--- config.mk ---
export PLATFORM = sky130hd
export DESIGN_NAME = pagemux_top
export DESIGN_NICKNAME = d
export VERILOG_FILES = /design/src/rtl/pagemux_pkg.sv /design/src/rtl/pagemux_bank_state.sv /design/src/rtl/pagemux_ctrl.sv /design/src/rtl/pagemux_datapath.sv /design/src/rtl/pagemux_top.sv
export SDC_FILE = /design/constraint.sdc
export NUM_CORES = 2
export LEC_CHECK = 0
export ABC_AREA = 1
export BUFFER_PORTS_ARGS = -buffer_cell sky130_fd_sc_hd__buf_2
export CAP_MARGIN = 5
export CORE_ASPECT_RATIO = 1.4
export CORE_MARGIN = 3
export CORE_UTILIZATION = 62
export CTS_BUF_LIST = sky130_fd_sc_hd__clkbuf_8 sky130_fd_sc_hd__clkbuf_16
export DETAILED_ROUTE_END_ITERATION = 7
export PLACE_DENSITY = 0.79
export SLEW_MARGIN = 20
export SYNTH_ARGS = -nofsm -noshare
export SYNTH_HDL_FRONTEND = slang
export SYNTH_SLANG_ARGS = --single-unit
export TNS_END_PERCENT = 20
--- constraint.sdc ---
create_clock -name clk -period 9.17 [get_ports clk]
set_input_delay 1.3755 -clock clk [delete_from_list [all_inputs] [get_ports clk]]
set_output_delay 1.3755 -clock clk [all_outputs]
set_load 0.01 [all_outputs]
--- src/rtl/pagemux_pkg.sv ---
package pagemux_pkg;

  // Widest column word; the three widths 4/8/16 are the block's function.
  localparam int MAX_W = 16;

  typedef enum logic [1:0] {
    OP_OPEN  = 2'd0,
    OP_READ  = 2'd1,
    OP_WRITE = 2'd2,
    OP_NONE  = 2'd3
  } pm_op_e;

  typedef enum logic [1:0] {
    ST_IDLE  = 2'd0,
    ST_PRECH = 2'd1,
    ST_ACT   = 2'd2
  } pm_state_e;

  // Strobes from control to datapath for one clock edge.
  typedef struct packed {
    logic sense;     // copy selected row of cells into the bank latch
    logic access;    // column read or write on the selected latch
    logic write;     // qualifies access as a write
    logic hit;       // access served without sensing
    logic fail;      // refused request, error response
    logic openDone;  // open-row request completes
  } pm_strobe_t;

endpackage

--- src/rtl/pagemux_bank_state.sv ---
module pagemux_bank_state #(
  parameter int ROW_W = 2
) (
  input  logic             clk,
  input  logic             rstN,
  input  logic             pwrDown,
  input  logic             senseHere,
  input  logic [ROW_W-1:0] senseRow,
  output logic             isOpen,
  output logic [ROW_W-1:0] openRow,
  output logic             asleep
);

  always_ff @(posedge clk) begin
    if (!rstN) begin
      isOpen  <= 1'b0;
      openRow <= '0;
      asleep  <= 1'b0;
    end else if (pwrDown) begin
      isOpen <= 1'b0;
      asleep <= 1'b1;
    end else if (senseHere) begin
      isOpen  <= 1'b1;
      openRow <= senseRow;
      asleep  <= 1'b0;
    end
  end

endmodule

--- src/rtl/pagemux_ctrl.sv ---
module pagemux_ctrl
  import pagemux_pkg::*;
#(
  parameter int NUM_BANKS = 2,
  parameter int PAGE_BITS = 64,
  parameter int BANK_W    = 1,
  parameter int ROW_W     = 2,
  parameter int COL_W     = 4
) (
  input  logic             clk,
  input  logic             rstN,
  input  logic             reqValid,
  input  logic [1:0]       reqOp,
  input  logic [BANK_W-1:0] reqBank,
  input  logic [ROW_W-1:0] reqRow,
  input  logic [COL_W-1:0] reqCol,
  input  logic [1:0]       reqWidth,
  input  logic [MAX_W-1:0] reqData,
  input  logic [NUM_BANKS-1:0] pwrDown,
  input  logic [NUM_BANKS-1:0] bankOpen,
  input  logic [NUM_BANKS-1:0] bankAsleep,
  input  logic [ROW_W-1:0] bankRow [NUM_BANKS],
  output logic             busy,
  output pm_strobe_t       strobe,
  output logic [BANK_W-1:0] selBank,
  output logic [ROW_W-1:0] selRow,
  output logic [COL_W-1:0] selCol,
  output logic [1:0]       selWidth,
  output logic [MAX_W-1:0] selData
);

  localparam int LIM4  = PAGE_BITS / 4;
  localparam int LIM8  = PAGE_BITS / 8;
  localparam int LIM16 = PAGE_BITS / 16;

  pm_state_e state, stateNext;
  pm_op_e    op, lOp;
  logic [BANK_W-1:0] lBank;
  logic [ROW_W-1:0]  lRow;
  logic [COL_W-1:0]  lCol;
  logic [1:0]        lWidth;
  logic [MAX_W-1:0]  lData;

  logic bankOk, curOpen, curAsleep, pdNow, colOk, reqErr, reqHit, accept;
  logic [ROW_W-1:0] curRow;

  assign op     = pm_op_e'(reqOp);
  assign accept = reqValid && (state == ST_IDLE);
  assign busy   = (state != ST_IDLE);

  always_comb begin
    bankOk    = 1'b0;
    curOpen   = 1'b0;
    curAsleep = 1'b0;
    pdNow     = 1'b0;
    curRow    = '0;
    for (int b = 0; b < NUM_BANKS; b++) begin
      if (reqBank == BANK_W'(b)) begin
        bankOk    = 1'b1;
        curOpen   = bankOpen[b];
        curAsleep = bankAsleep[b];
        pdNow     = pwrDown[b];
        curRow    = bankRow[b];
      end
    end
  end

  always_comb begin
    unique case (reqWidth)
      2'd0:    colOk = (32'(reqCol) < 32'(LIM4));
      2'd1:    colOk = (32'(reqCol) < 32'(LIM8));
      2'd2:    colOk = (32'(reqCol) < 32'(LIM16));
      default: colOk = 1'b0;
    endcase
  end

  assign reqErr = !bankOk || pdNow || (op == OP_NONE) ||
                  ((op != OP_OPEN) && (curAsleep || !colOk));
  assign reqHit = curOpen && (curRow == reqRow);

  always_comb begin
    strobe    = '0;
    stateNext = state;
    unique case (state)
      ST_IDLE: begin
        if (accept) begin
          if (reqErr) begin
            strobe.fail = 1'b1;
          end else if ((op != OP_OPEN) && reqHit) begin
            strobe.access = 1'b1;
            strobe.write  = (op == OP_WRITE);
            strobe.hit    = 1'b1;
          end else begin
            stateNext = ST_PRECH;
          end
        end
      end
      ST_PRECH: begin
        strobe.sense = 1'b1;
        stateNext    = ST_ACT;
      end
      ST_ACT: begin
        if (lOp == OP_OPEN) begin
          strobe.openDone = 1'b1;
        end else begin
          strobe.access = 1'b1;
          strobe.write  = (lOp == OP_WRITE);
        end
        stateNext = ST_IDLE;
      end
      default: stateNext = ST_IDLE;
    endcase
  end

  always_ff @(posedge clk) begin
    if (!rstN) begin
      state  <= ST_IDLE;
      lOp    <= OP_OPEN;
      lBank  <= '0;
      lRow   <= '0;
      lCol   <= '0;
      lWidth <= '0;
      lData  <= '0;
    end else begin
      state <= stateNext;
      if (accept) begin
        lOp    <= op;
        lBank  <= reqBank;
        lRow   <= reqRow;
        lCol   <= reqCol;
        lWidth <= reqWidth;
        lData  <= reqData;
      end
    end
  end

  // While idle the live request addresses the datapath; otherwise the held one.
  assign selBank  = busy ? lBank  : reqBank;
  assign selRow   = busy ? lRow   : reqRow;
  assign selCol   = busy ? lCol   : reqCol;
  assign selWidth = busy ? lWidth : reqWidth;
  assign selData  = busy ? lData  : reqData;

endmodule

--- src/rtl/pagemux_datapath.sv ---
module pagemux_datapath
  import pagemux_pkg::*;
#(
  parameter int NUM_BANKS = 2,
  parameter int ROWS      = 4,
  parameter int PAGE_BITS = 64,
  parameter int BANK_W    = 1,
  parameter int ROW_W     = 2,
  parameter int COL_W     = 4
) (
  input  logic              clk,
  input  logic              rstN,
  input  pm_strobe_t        strobe,
  input  logic [BANK_W-1:0] selBank,
  input  logic [ROW_W-1:0]  selRow,
  input  logic [COL_W-1:0]  selCol,
  input  logic [1:0]        selWidth,
  input  logic [MAX_W-1:0]  selData,
  output logic              rspValid,
  output logic              rspHit,
  output logic              rspErr,
  output logic [MAX_W-1:0]  rspData
);

  localparam int LANES = 3;

  logic [PAGE_BITS-1:0] latchAll [NUM_BANKS];
  logic [PAGE_BITS-1:0] selPage, newPage;
  logic [MAX_W-1:0]     word;
  logic [MAX_W-1:0]     laneWord [LANES];
  logic [PAGE_BITS-1:0] laneNew  [LANES];

  always_comb begin
    selPage = '0;
    for (int b = 0; b < NUM_BANKS; b++) begin
      if (selBank == BANK_W'(b)) selPage = latchAll[b];
    end
  end

  // One extract/merge lane per word width.
  for (genvar k = 0; k < LANES; k++) begin : g_lane
    localparam int LW = 4 << k;
    localparam logic [MAX_W-1:0] MASK = MAX_W'((1 << LW) - 1);
    logic [31:0] sh;
    assign sh          = 32'(selCol) * LW;
    assign laneWord[k] = MAX_W'(selPage >> sh) & MASK;
    assign laneNew[k]  = (selPage & ~(PAGE_BITS'(MASK) << sh)) |
                         (PAGE_BITS'(selData & MASK) << sh);
  end

  always_comb begin
    unique case (selWidth)
      2'd0:    begin word = laneWord[0]; newPage = laneNew[0]; end
      2'd1:    begin word = laneWord[1]; newPage = laneNew[1]; end
      default: begin word = laneWord[2]; newPage = laneNew[2]; end
    endcase
  end

  for (genvar b = 0; b < NUM_BANKS; b++) begin : g_bank
    logic [PAGE_BITS-1:0] cells [ROWS];
    logic [PAGE_BITS-1:0] pageQ;
    logic here;
    assign here        = (selBank == BANK_W'(b));
    assign latchAll[b] = pageQ;

    always_ff @(posedge clk) begin
      if (!rstN) begin
        pageQ <= '0;
        for (int r = 0; r < ROWS; r++) cells[r] <= '0;
      end else if (here && strobe.sense) begin
        pageQ <= cells[selRow];
      end else if (here && strobe.access && strobe.write) begin
        pageQ         <= newPage;
        cells[selRow] <= newPage;
      end
    end
  end

  always_ff @(posedge clk) begin
    if (!rstN) begin
      rspValid <= 1'b0;
      rspHit   <= 1'b0;
      rspErr   <= 1'b0;
      rspData  <= '0;
    end else begin
      rspValid <= strobe.access || strobe.fail || strobe.openDone;
      rspHit   <= strobe.hit;
      rspErr   <= strobe.fail;
      rspData  <= (strobe.access && !strobe.write) ? word : '0;
    end
  end

endmodule

--- src/rtl/pagemux_top.sv ---
module pagemux_top
  import pagemux_pkg::*;
#(
  parameter int NUM_BANKS = 2,
  parameter int ROWS      = 4,
  parameter int PAGE_BITS = 64,
  localparam int BANK_W   = (NUM_BANKS > 1) ? $clog2(NUM_BANKS) : 1,
  localparam int ROW_W    = (ROWS > 1) ? $clog2(ROWS) : 1,
  localparam int COL_W    = $clog2(PAGE_BITS / 4)
) (
  input  logic                 clk,
  input  logic                 rstN,
  input  logic                 reqValid,
  input  logic [1:0]           reqOp,
  input  logic [BANK_W-1:0]    reqBank,
  input  logic [ROW_W-1:0]     reqRow,
  input  logic [COL_W-1:0]     reqCol,
  input  logic [1:0]           reqWidth,
  input  logic [15:0]          reqData,
  input  logic [NUM_BANKS-1:0] pwrDown,
  output logic                 busy,
  output logic                 rspValid,
  output logic                 rspHit,
  output logic                 rspErr,
  output logic [15:0]          rspData
);

  pm_strobe_t        strobe;
  logic [BANK_W-1:0] selBank;
  logic [ROW_W-1:0]  selRow;
  logic [COL_W-1:0]  selCol;
  logic [1:0]        selWidth;
  logic [MAX_W-1:0]  selData;
  logic [NUM_BANKS-1:0] bankOpen, bankAsleep;
  logic [ROW_W-1:0]  bankRow [NUM_BANKS];

  pagemux_ctrl #(
    .NUM_BANKS(NUM_BANKS), .PAGE_BITS(PAGE_BITS),
    .BANK_W(BANK_W), .ROW_W(ROW_W), .COL_W(COL_W)
  ) u_ctrl (
    .clk(clk), .rstN(rstN), .reqValid(reqValid), .reqOp(reqOp),
    .reqBank(reqBank), .reqRow(reqRow), .reqCol(reqCol),
    .reqWidth(reqWidth), .reqData(reqData), .pwrDown(pwrDown),
    .bankOpen(bankOpen), .bankAsleep(bankAsleep), .bankRow(bankRow),
    .busy(busy), .strobe(strobe), .selBank(selBank), .selRow(selRow),
    .selCol(selCol), .selWidth(selWidth), .selData(selData)
  );

  for (genvar b = 0; b < NUM_BANKS; b++) begin : g_state
    pagemux_bank_state #(.ROW_W(ROW_W)) u_state (
      .clk(clk), .rstN(rstN), .pwrDown(pwrDown[b]),
      .senseHere(strobe.sense && (selBank == BANK_W'(b))),
      .senseRow(selRow), .isOpen(bankOpen[b]),
      .openRow(bankRow[b]), .asleep(bankAsleep[b])
    );
  end

  pagemux_datapath #(
    .NUM_BANKS(NUM_BANKS), .ROWS(ROWS), .PAGE_BITS(PAGE_BITS),
    .BANK_W(BANK_W), .ROW_W(ROW_W), .COL_W(COL_W)
  ) u_dp (
    .clk(clk), .rstN(rstN), .strobe(strobe), .selBank(selBank),
    .selRow(selRow), .selCol(selCol), .selWidth(selWidth),
    .selData(selData), .rspValid(rspValid), .rspHit(rspHit),
    .rspErr(rspErr), .rspData(rspData)
  );

endmodule

==> After elaboration in Yosys (flattened, before gate mapping) <==
Memories as Yosys holds them, arrays and structs flattened. A register that Yosys moved wholly into a read port is not among the register bits.
Index checks and enable logic that the tools add are counted.
{ "word_totals": {"reg_bits": 56, "latchBits": 0, "ram_bits": 512, "romBits": 0, "inputBits": 32, "output_inout_bits": 20, "word_cells": 142, "memories": 2} }
{ "op_classes": {"n_addsub": 0, "multipliers": 0, "n_div": 0, "magnitude_cmp": 2, "n_eq_ne": 12, "shift": 9, "muxes": 46, "bitwise_logic": 15, "n_reduce_logical": 39} }
{ "memory_table": {"columns": ["memory", "depth", "width", "read_ports", "rd_ports_with_merged_regs", "wr", "line_no", "source"], "rows": [
  ["u_dp.g_bank[0].cells", 4, 64, 1, 1, 4, "pagemux_datapath.sv:60", "logic [PAGE_BITS-1:0] cells [ROWS];"],
  ["u_dp.g_bank[1].cells", 4, 64, 1, 1, 4, "pagemux_datapath.sv:60", null]
]} }
{ "op_table": {"columns": ["cell", "n"], "rows": [
  ["$and 64x64->64", 3],
  ["$mux 64", 3],
  ["$not 64->64", 3],
  ["$or 64x64->64", 3],
  ["$pmux 64 s2", 1],
  ["$reduce_or 64->1", 2],
  ["$shl 16x8->64", 1],
  ["$shl 16x8->64 const A", 1],
  ["$shl 4x6->64", 1],
  ["$shl 4x6->64 const A", 1],
  ["$shl 8x7->64", 1],
  ["$shl 8x7->64 const A", 1],
  ["$shr 64x6->4", 1],
  ["$shr 64x7->8", 1],
  ["$shr 64x8->16", 1],
  ["$pmux 16 s2", 1],
  ["$mux 1", 24],
  ["$mux 2", 9],
  ["$mux 16", 1],
  ["$reduce_bool 2->1", 6],
  ["$logic_and 1x1->1", 11],
  ["$eq 2x2->1 const B", 5],
  ["$logic_not 2->1", 4],
  ["$mux 4", 2],
  ["other kinds (16)", 36]
]} }

==> Logic depth before layout (Yosys ltp) <==
{ "logic_depth": {"word_depth": 17, "depth_mapped": 18, "ltp_nobuf": 16} }

==> By module <==
From an unflattened synthesis, not the netlist that was laid out.
{ "hier_totals": {"hier_cells": 3855, "area_unflattened_um2": 33424.6} }
{ "modules_own_cells": {"columns": ["mod", "n_inst", "cells_each", "area_per_inst_um2", "seq_area_each_um2"], "rows": [
  ["pagemux_datapath", 1, 3574, 31552.8, 18317.6],
  ["pagemux_ctrl", 1, 235, 1551.5, 580.6],
  ["pagemux_bank_state", 2, 21, 151.4, 80.1],
  ["pagemux_top", 1, 4, 17.5, 0.0]
]} }

==> Worst setup path before layout <==
OpenSTA, ideal clock, no wires.
{ "synth_timing": {"path_kind": "in2reg", "from": "in reqBank", "to": "mem u_dp.g_bank[0].cells[1][0] (enable)", "setup_time_ns": 0.574, "arrival_time_ns": 7.219, "t_required_ns": 8.596, "setup_slack_ns": 1.377, "path_stages": 13, "path_buffers": 4, "cell_sequence": "buf_6 > nand2_1 > inv_1 > nor2_1 > nand3_1 > a21oi_2 > nand4_2 > nand2_1 > buf_6 > nand2_2 > buf_2 > buf_2 > o21ai_0"} }
{ "synth_lines": {"columns": ["item", "line_no", "source"], "rows": [
  ["start, declared", "pagemux_top.sv:15", "input logic [BANK_W-1:0] reqBank,"],
  ["end, declared", "pagemux_datapath.sv:60", null]
]} }

==> run_results.csv <==
group,metric,value,unit
yosys,ys_ff_latch,696,
yosys,synthArstFlopShare,0,
yosys,ys_types,46,
grt,track_usage,0.389,
pwr,p_int,5.18,mW
grt,grt_pass1_wl,192000,µm
clock_network,hold_buffers,0,
place,gp_congestion,1.06,
finish,mostFrequentLayoutCell,"nand2_1",
place,portBuffers,51,
setup_path,regToRegSetupSlack,4.46,ns
setup_path,crit_buf_inv,3,
clock_network,cts-htree-levels,2,
setup_path,crit_path_end_kind,"flip-flop",
setup_path,cp_cell_sequence,"nor2_4, buf_4, nand2_1, o21ai_4, buf_4, nand2_4, o21ai_4, buf_4",
grt,grt_overflow,0,
pwr,seq_power_share,0.483,
route,viasPerCell,6.28,
finish,antenna_cells,0,
timing,timing.fmax,212,MHz
yosys,syn-num-nets,4792,
clock_network,cts_resized,0,
timing,setup_tns,0,ns
setup_path,critPathSlowestCell,"o21ai_4",
finish,synthToLayoutAreaGrowth,6.05,%
grt,antenna_found_initial,0,
setup_path,worst_ep_required_time,9.44,ns
grt,grt_pass1_vias,33100,
route,drt_iter0_markers,4510,
timing,finalSetupViolations,0,
pwr,combPwrFrac,0.158,
clock_network,cts_made_buffers,61,
floorplan,dieArea,0.0637,mm²
clock_network,clk_latency,0.66,ns
worst_hold_path,holdPathEnd,"u_ctrl.lData[14]$_SDFFE_PN0P_",
timing,fin_ws,4.46,ns
pwr,powerDensity,182,mW/mm²
yosys,syn_area,0.0376,mm²
pwr,peakVddDrop,0.237,mV
timing,slew-limit-headroom,0.157,
floorplan,start_util,0.628,
finish,layout-drive-gt1-share,0.0813,
clock_network,max-clock-path-buffers,3,
worst_hold_path,holdCritPathClass,"reg2reg",
timing,worstMarginPinSlew,1.25,ns
setup_path,crit_path_start_kind,"flip-flop",
route,drt-pass1-iter-count,8,
clock_network,cts_tree,"yes",
route,drc,0,
place,place_ws,3.96,ns
clock_network,root_buffer,"clkbuf_16",
setup_path,reg2reg_from,"u_ctrl.state[1]$_SDFFE_PN0P_",
yosys,ys_seq_area_frac,0.506,
setup_path,r2r_end,"u_dp.g_bank[1].cells[1][45]$_SDFFCE_PN0P_",
timing,maxSlewViolCount,0,
pwr,netSwitchingPower,2.08,mW
pwr,power.share.clock,0.359,
yosys,syn_area_per_cell,7.91,µm²
worst_hold_path,min-delay-start,"u_ctrl.lData[14]$_SDFFE_PN0P_",
setup_path,critPathTopFamily,"buffers and inverters",
floorplan,rows,106,
timing,period_share,0.513,
grt,grt_max_degree,162,
pwr,leakage,18.3,nW
place,dp_hpwl,77100,µm
setup_path,crit_type,"reg2reg",
yosys,synth_edf_count,512,
job,cap_violations,0,
yosys,yosysWarningCount,0,
yosys,synthFlopType,"edfxtp_1",
clock_network,path_clk_slew,0.06,ns
route,dr_total_vias,34300,
floorplan,io_pins,52,
setup_path,worstPathArrival,4.98,ns
yosys,syn_inst,4760,
floorplan,core,0.0599,mm²
floorplan,die_x,214,µm
timing,skew,0.0272,ns
route,ant_nets,0,
finish,nets,4630,
timing,hold_viol,0,
setup_path,timing.critical_path.mode_cell,"buf_4",
clock_network,cts_sinks,696,
clock_network,cts_setup_buffers,0,
finish,final_cell_mix,"919 x nand2_1, 791 x nor2_1, 576 x inv_1, 566 x nand3_1, 512 x edfxtp_1",
setup_path,crit_fanout,59,
setup_path,crit_path_max_incr_delay,0.85,ns
status,outcome,"finished, final reports clean",
worst_hold_path,whs_path_depth,2,
route,wl,127000,µm
timing,period_needed,4.71,ns
route,wl_per_cell,23.4,µm
timing,rsz0062_at_grt,"false",
setup_path,rr_worst_depth,8,
pwr,sw_frac_of_total,0.286,
floorplan,die_y,298,µm
through the flow:
stage	power, mW	hold slack (ns)	util	instances	cell area (µm²)
after detailed placement	4.67	0.447	0.632	5345	37900
after floorplan	4.34	0.434	-	4760	37600
after global placement	4.66	0.446	0.632	5345	37900
after global routing	7.46	0.472	0.666	5459	39900
after CTS	7.22	0.461	0.666	5459	39900
final	7.26	0.464	0.666	5459	39900
final cells by class:
class | count | area (µm²)
clock buffers | 70 | 1650
clock inverters | 44 | 373
fillers | 5075 | 20000
inverters | 585 | 2210
multi-input cells | 3151 | 14900
flip-flops and latches | 696 | 19100
well taps | 810 | 1010
repair buffers | 103 | 697
Yosys cell counts, types with 15 or more instances:
cell      count  area [µm²]
nand2_4      15         169
inv_1       569        2140
o21ai_1      29         145
a21oi_1      64         320
buf_1        49         184
a211oi_1     24         180
o21ai_0     354        1770
buf_4        23         173
o211ai_1     15         113
buf_6        32         360
nand2_1     929        3490
nand2_2      18         113
dfxtp_1     184        3680
nand3_2      20         200
nand3b_1     60         450
nand4_1      20         125
buf_2        94         470
o22ai_1     134         838
clkbuf_1    129         484
o21ai_2      20         175
nand3_1     567        2840
nor2_2       42         263
edfxtp_1    512       15400
nor2_1      791        2970
power by group through the flow:
stage	Clock (mW)	Sequential (mW)	Combinational, mW
3_5_place_dp	0	3.57	1.10
4_1_cts	2.61	3.50	1.11
5_1_grt	2.73	3.51	1.22
3_3_place_gp	0	3.57	1.09
6_report	2.61	3.50	1.15
2_1_floorplan	0	3.57	0.763
routing by layer:
metal | vias to the layer above | share of wire | track usage
met5 | - | 0 | 0
met4 | 0 | 0.079 | 0.273
met3 | 624 | 0.12 | 0.0745
met2 | 2394 | 0.46 | 0.630
met1 | 16000 | 0.34 | 0.469
li1 | 15200 | - | -
state kept, by name, indices dropped and copies added (netlist names):
register                 flops
g_state.u_state.isOpen       2
u_dp.g_bank.pageQ          128
u_ctrl.lWidth                2
u_dp.rspData                16
u_ctrl.lCol                  4
g_state.u_state.asleep       2
u_ctrl.lRow                  2
u_ctrl.state                 2
u_ctrl.lOp                   2
u_dp.g_bank.cells          512
u_dp.rspHit                  1
u_ctrl.lBank                 1
g_state.u_state.openRow      4
u_dp.rspValid                1
u_ctrl.lData                16
u_dp.rspErr                  1
kinds of logic (layout without fill, tap and decap cells):
| logic type | after synthesis | after routing | share of synthesized area |
|---|---|---|---|
| simple gates | 2495 | 2495 | 0.293 |
| buf+inv | 913 | 802 | 0.103 |
| mux | 1 | 1 | 0.000266 |
| flops | 696 | 696 | 0.506 |
| compound gates | 655 | 655 | 0.0975 |
how the worst max path moves through the flow:
| stage | from | to | slack (ns) | cells after the start |
|---|---|---|---|---|
| 2_1_floorplan | reqBank | u_dp.g_bank[0].cells[1][0]$_SDFFCE_PN0P_ | 1.38 | 13 |
| 3_3_place_gp | reqValid | u_dp.g_bank[0].cells[2][59]$_SDFFCE_PN0P_ | 4.06 | 11 |
| 3_5_place_dp | reqValid | u_dp.g_bank[0].cells[2][59]$_SDFFCE_PN0P_ | 3.96 | 11 |
| 4_1_cts | u_ctrl.state[1]$_SDFFE_PN0P_ | u_dp.g_bank[1].cells[1][39]$_SDFFCE_PN0P_ | 4.49 | 8 |
| 5_1_grt | u_ctrl.state[1]$_SDFFE_PN0P_ | u_dp.g_bank[1].cells[1][14]$_SDFFCE_PN0P_ | 4.30 | 8 |
| 6_report | u_ctrl.state[1]$_SDFFE_PN0P_ | u_dp.g_bank[1].cells[1][45]$_SDFFCE_PN0P_ | 4.46 | 8 |
worst register-to-register path, delay by kind of cell, from the launching register on:
family | cells | cell delay (ns)
AOI/OAI and AO/OA | 2 | 0.97
buffers and inverters | 3 | 2.01
DFF | 1 | 0.35
and+or+nand+nor | 3 | 0.97
No activity file was read; power rests on OpenSTA's default activity.
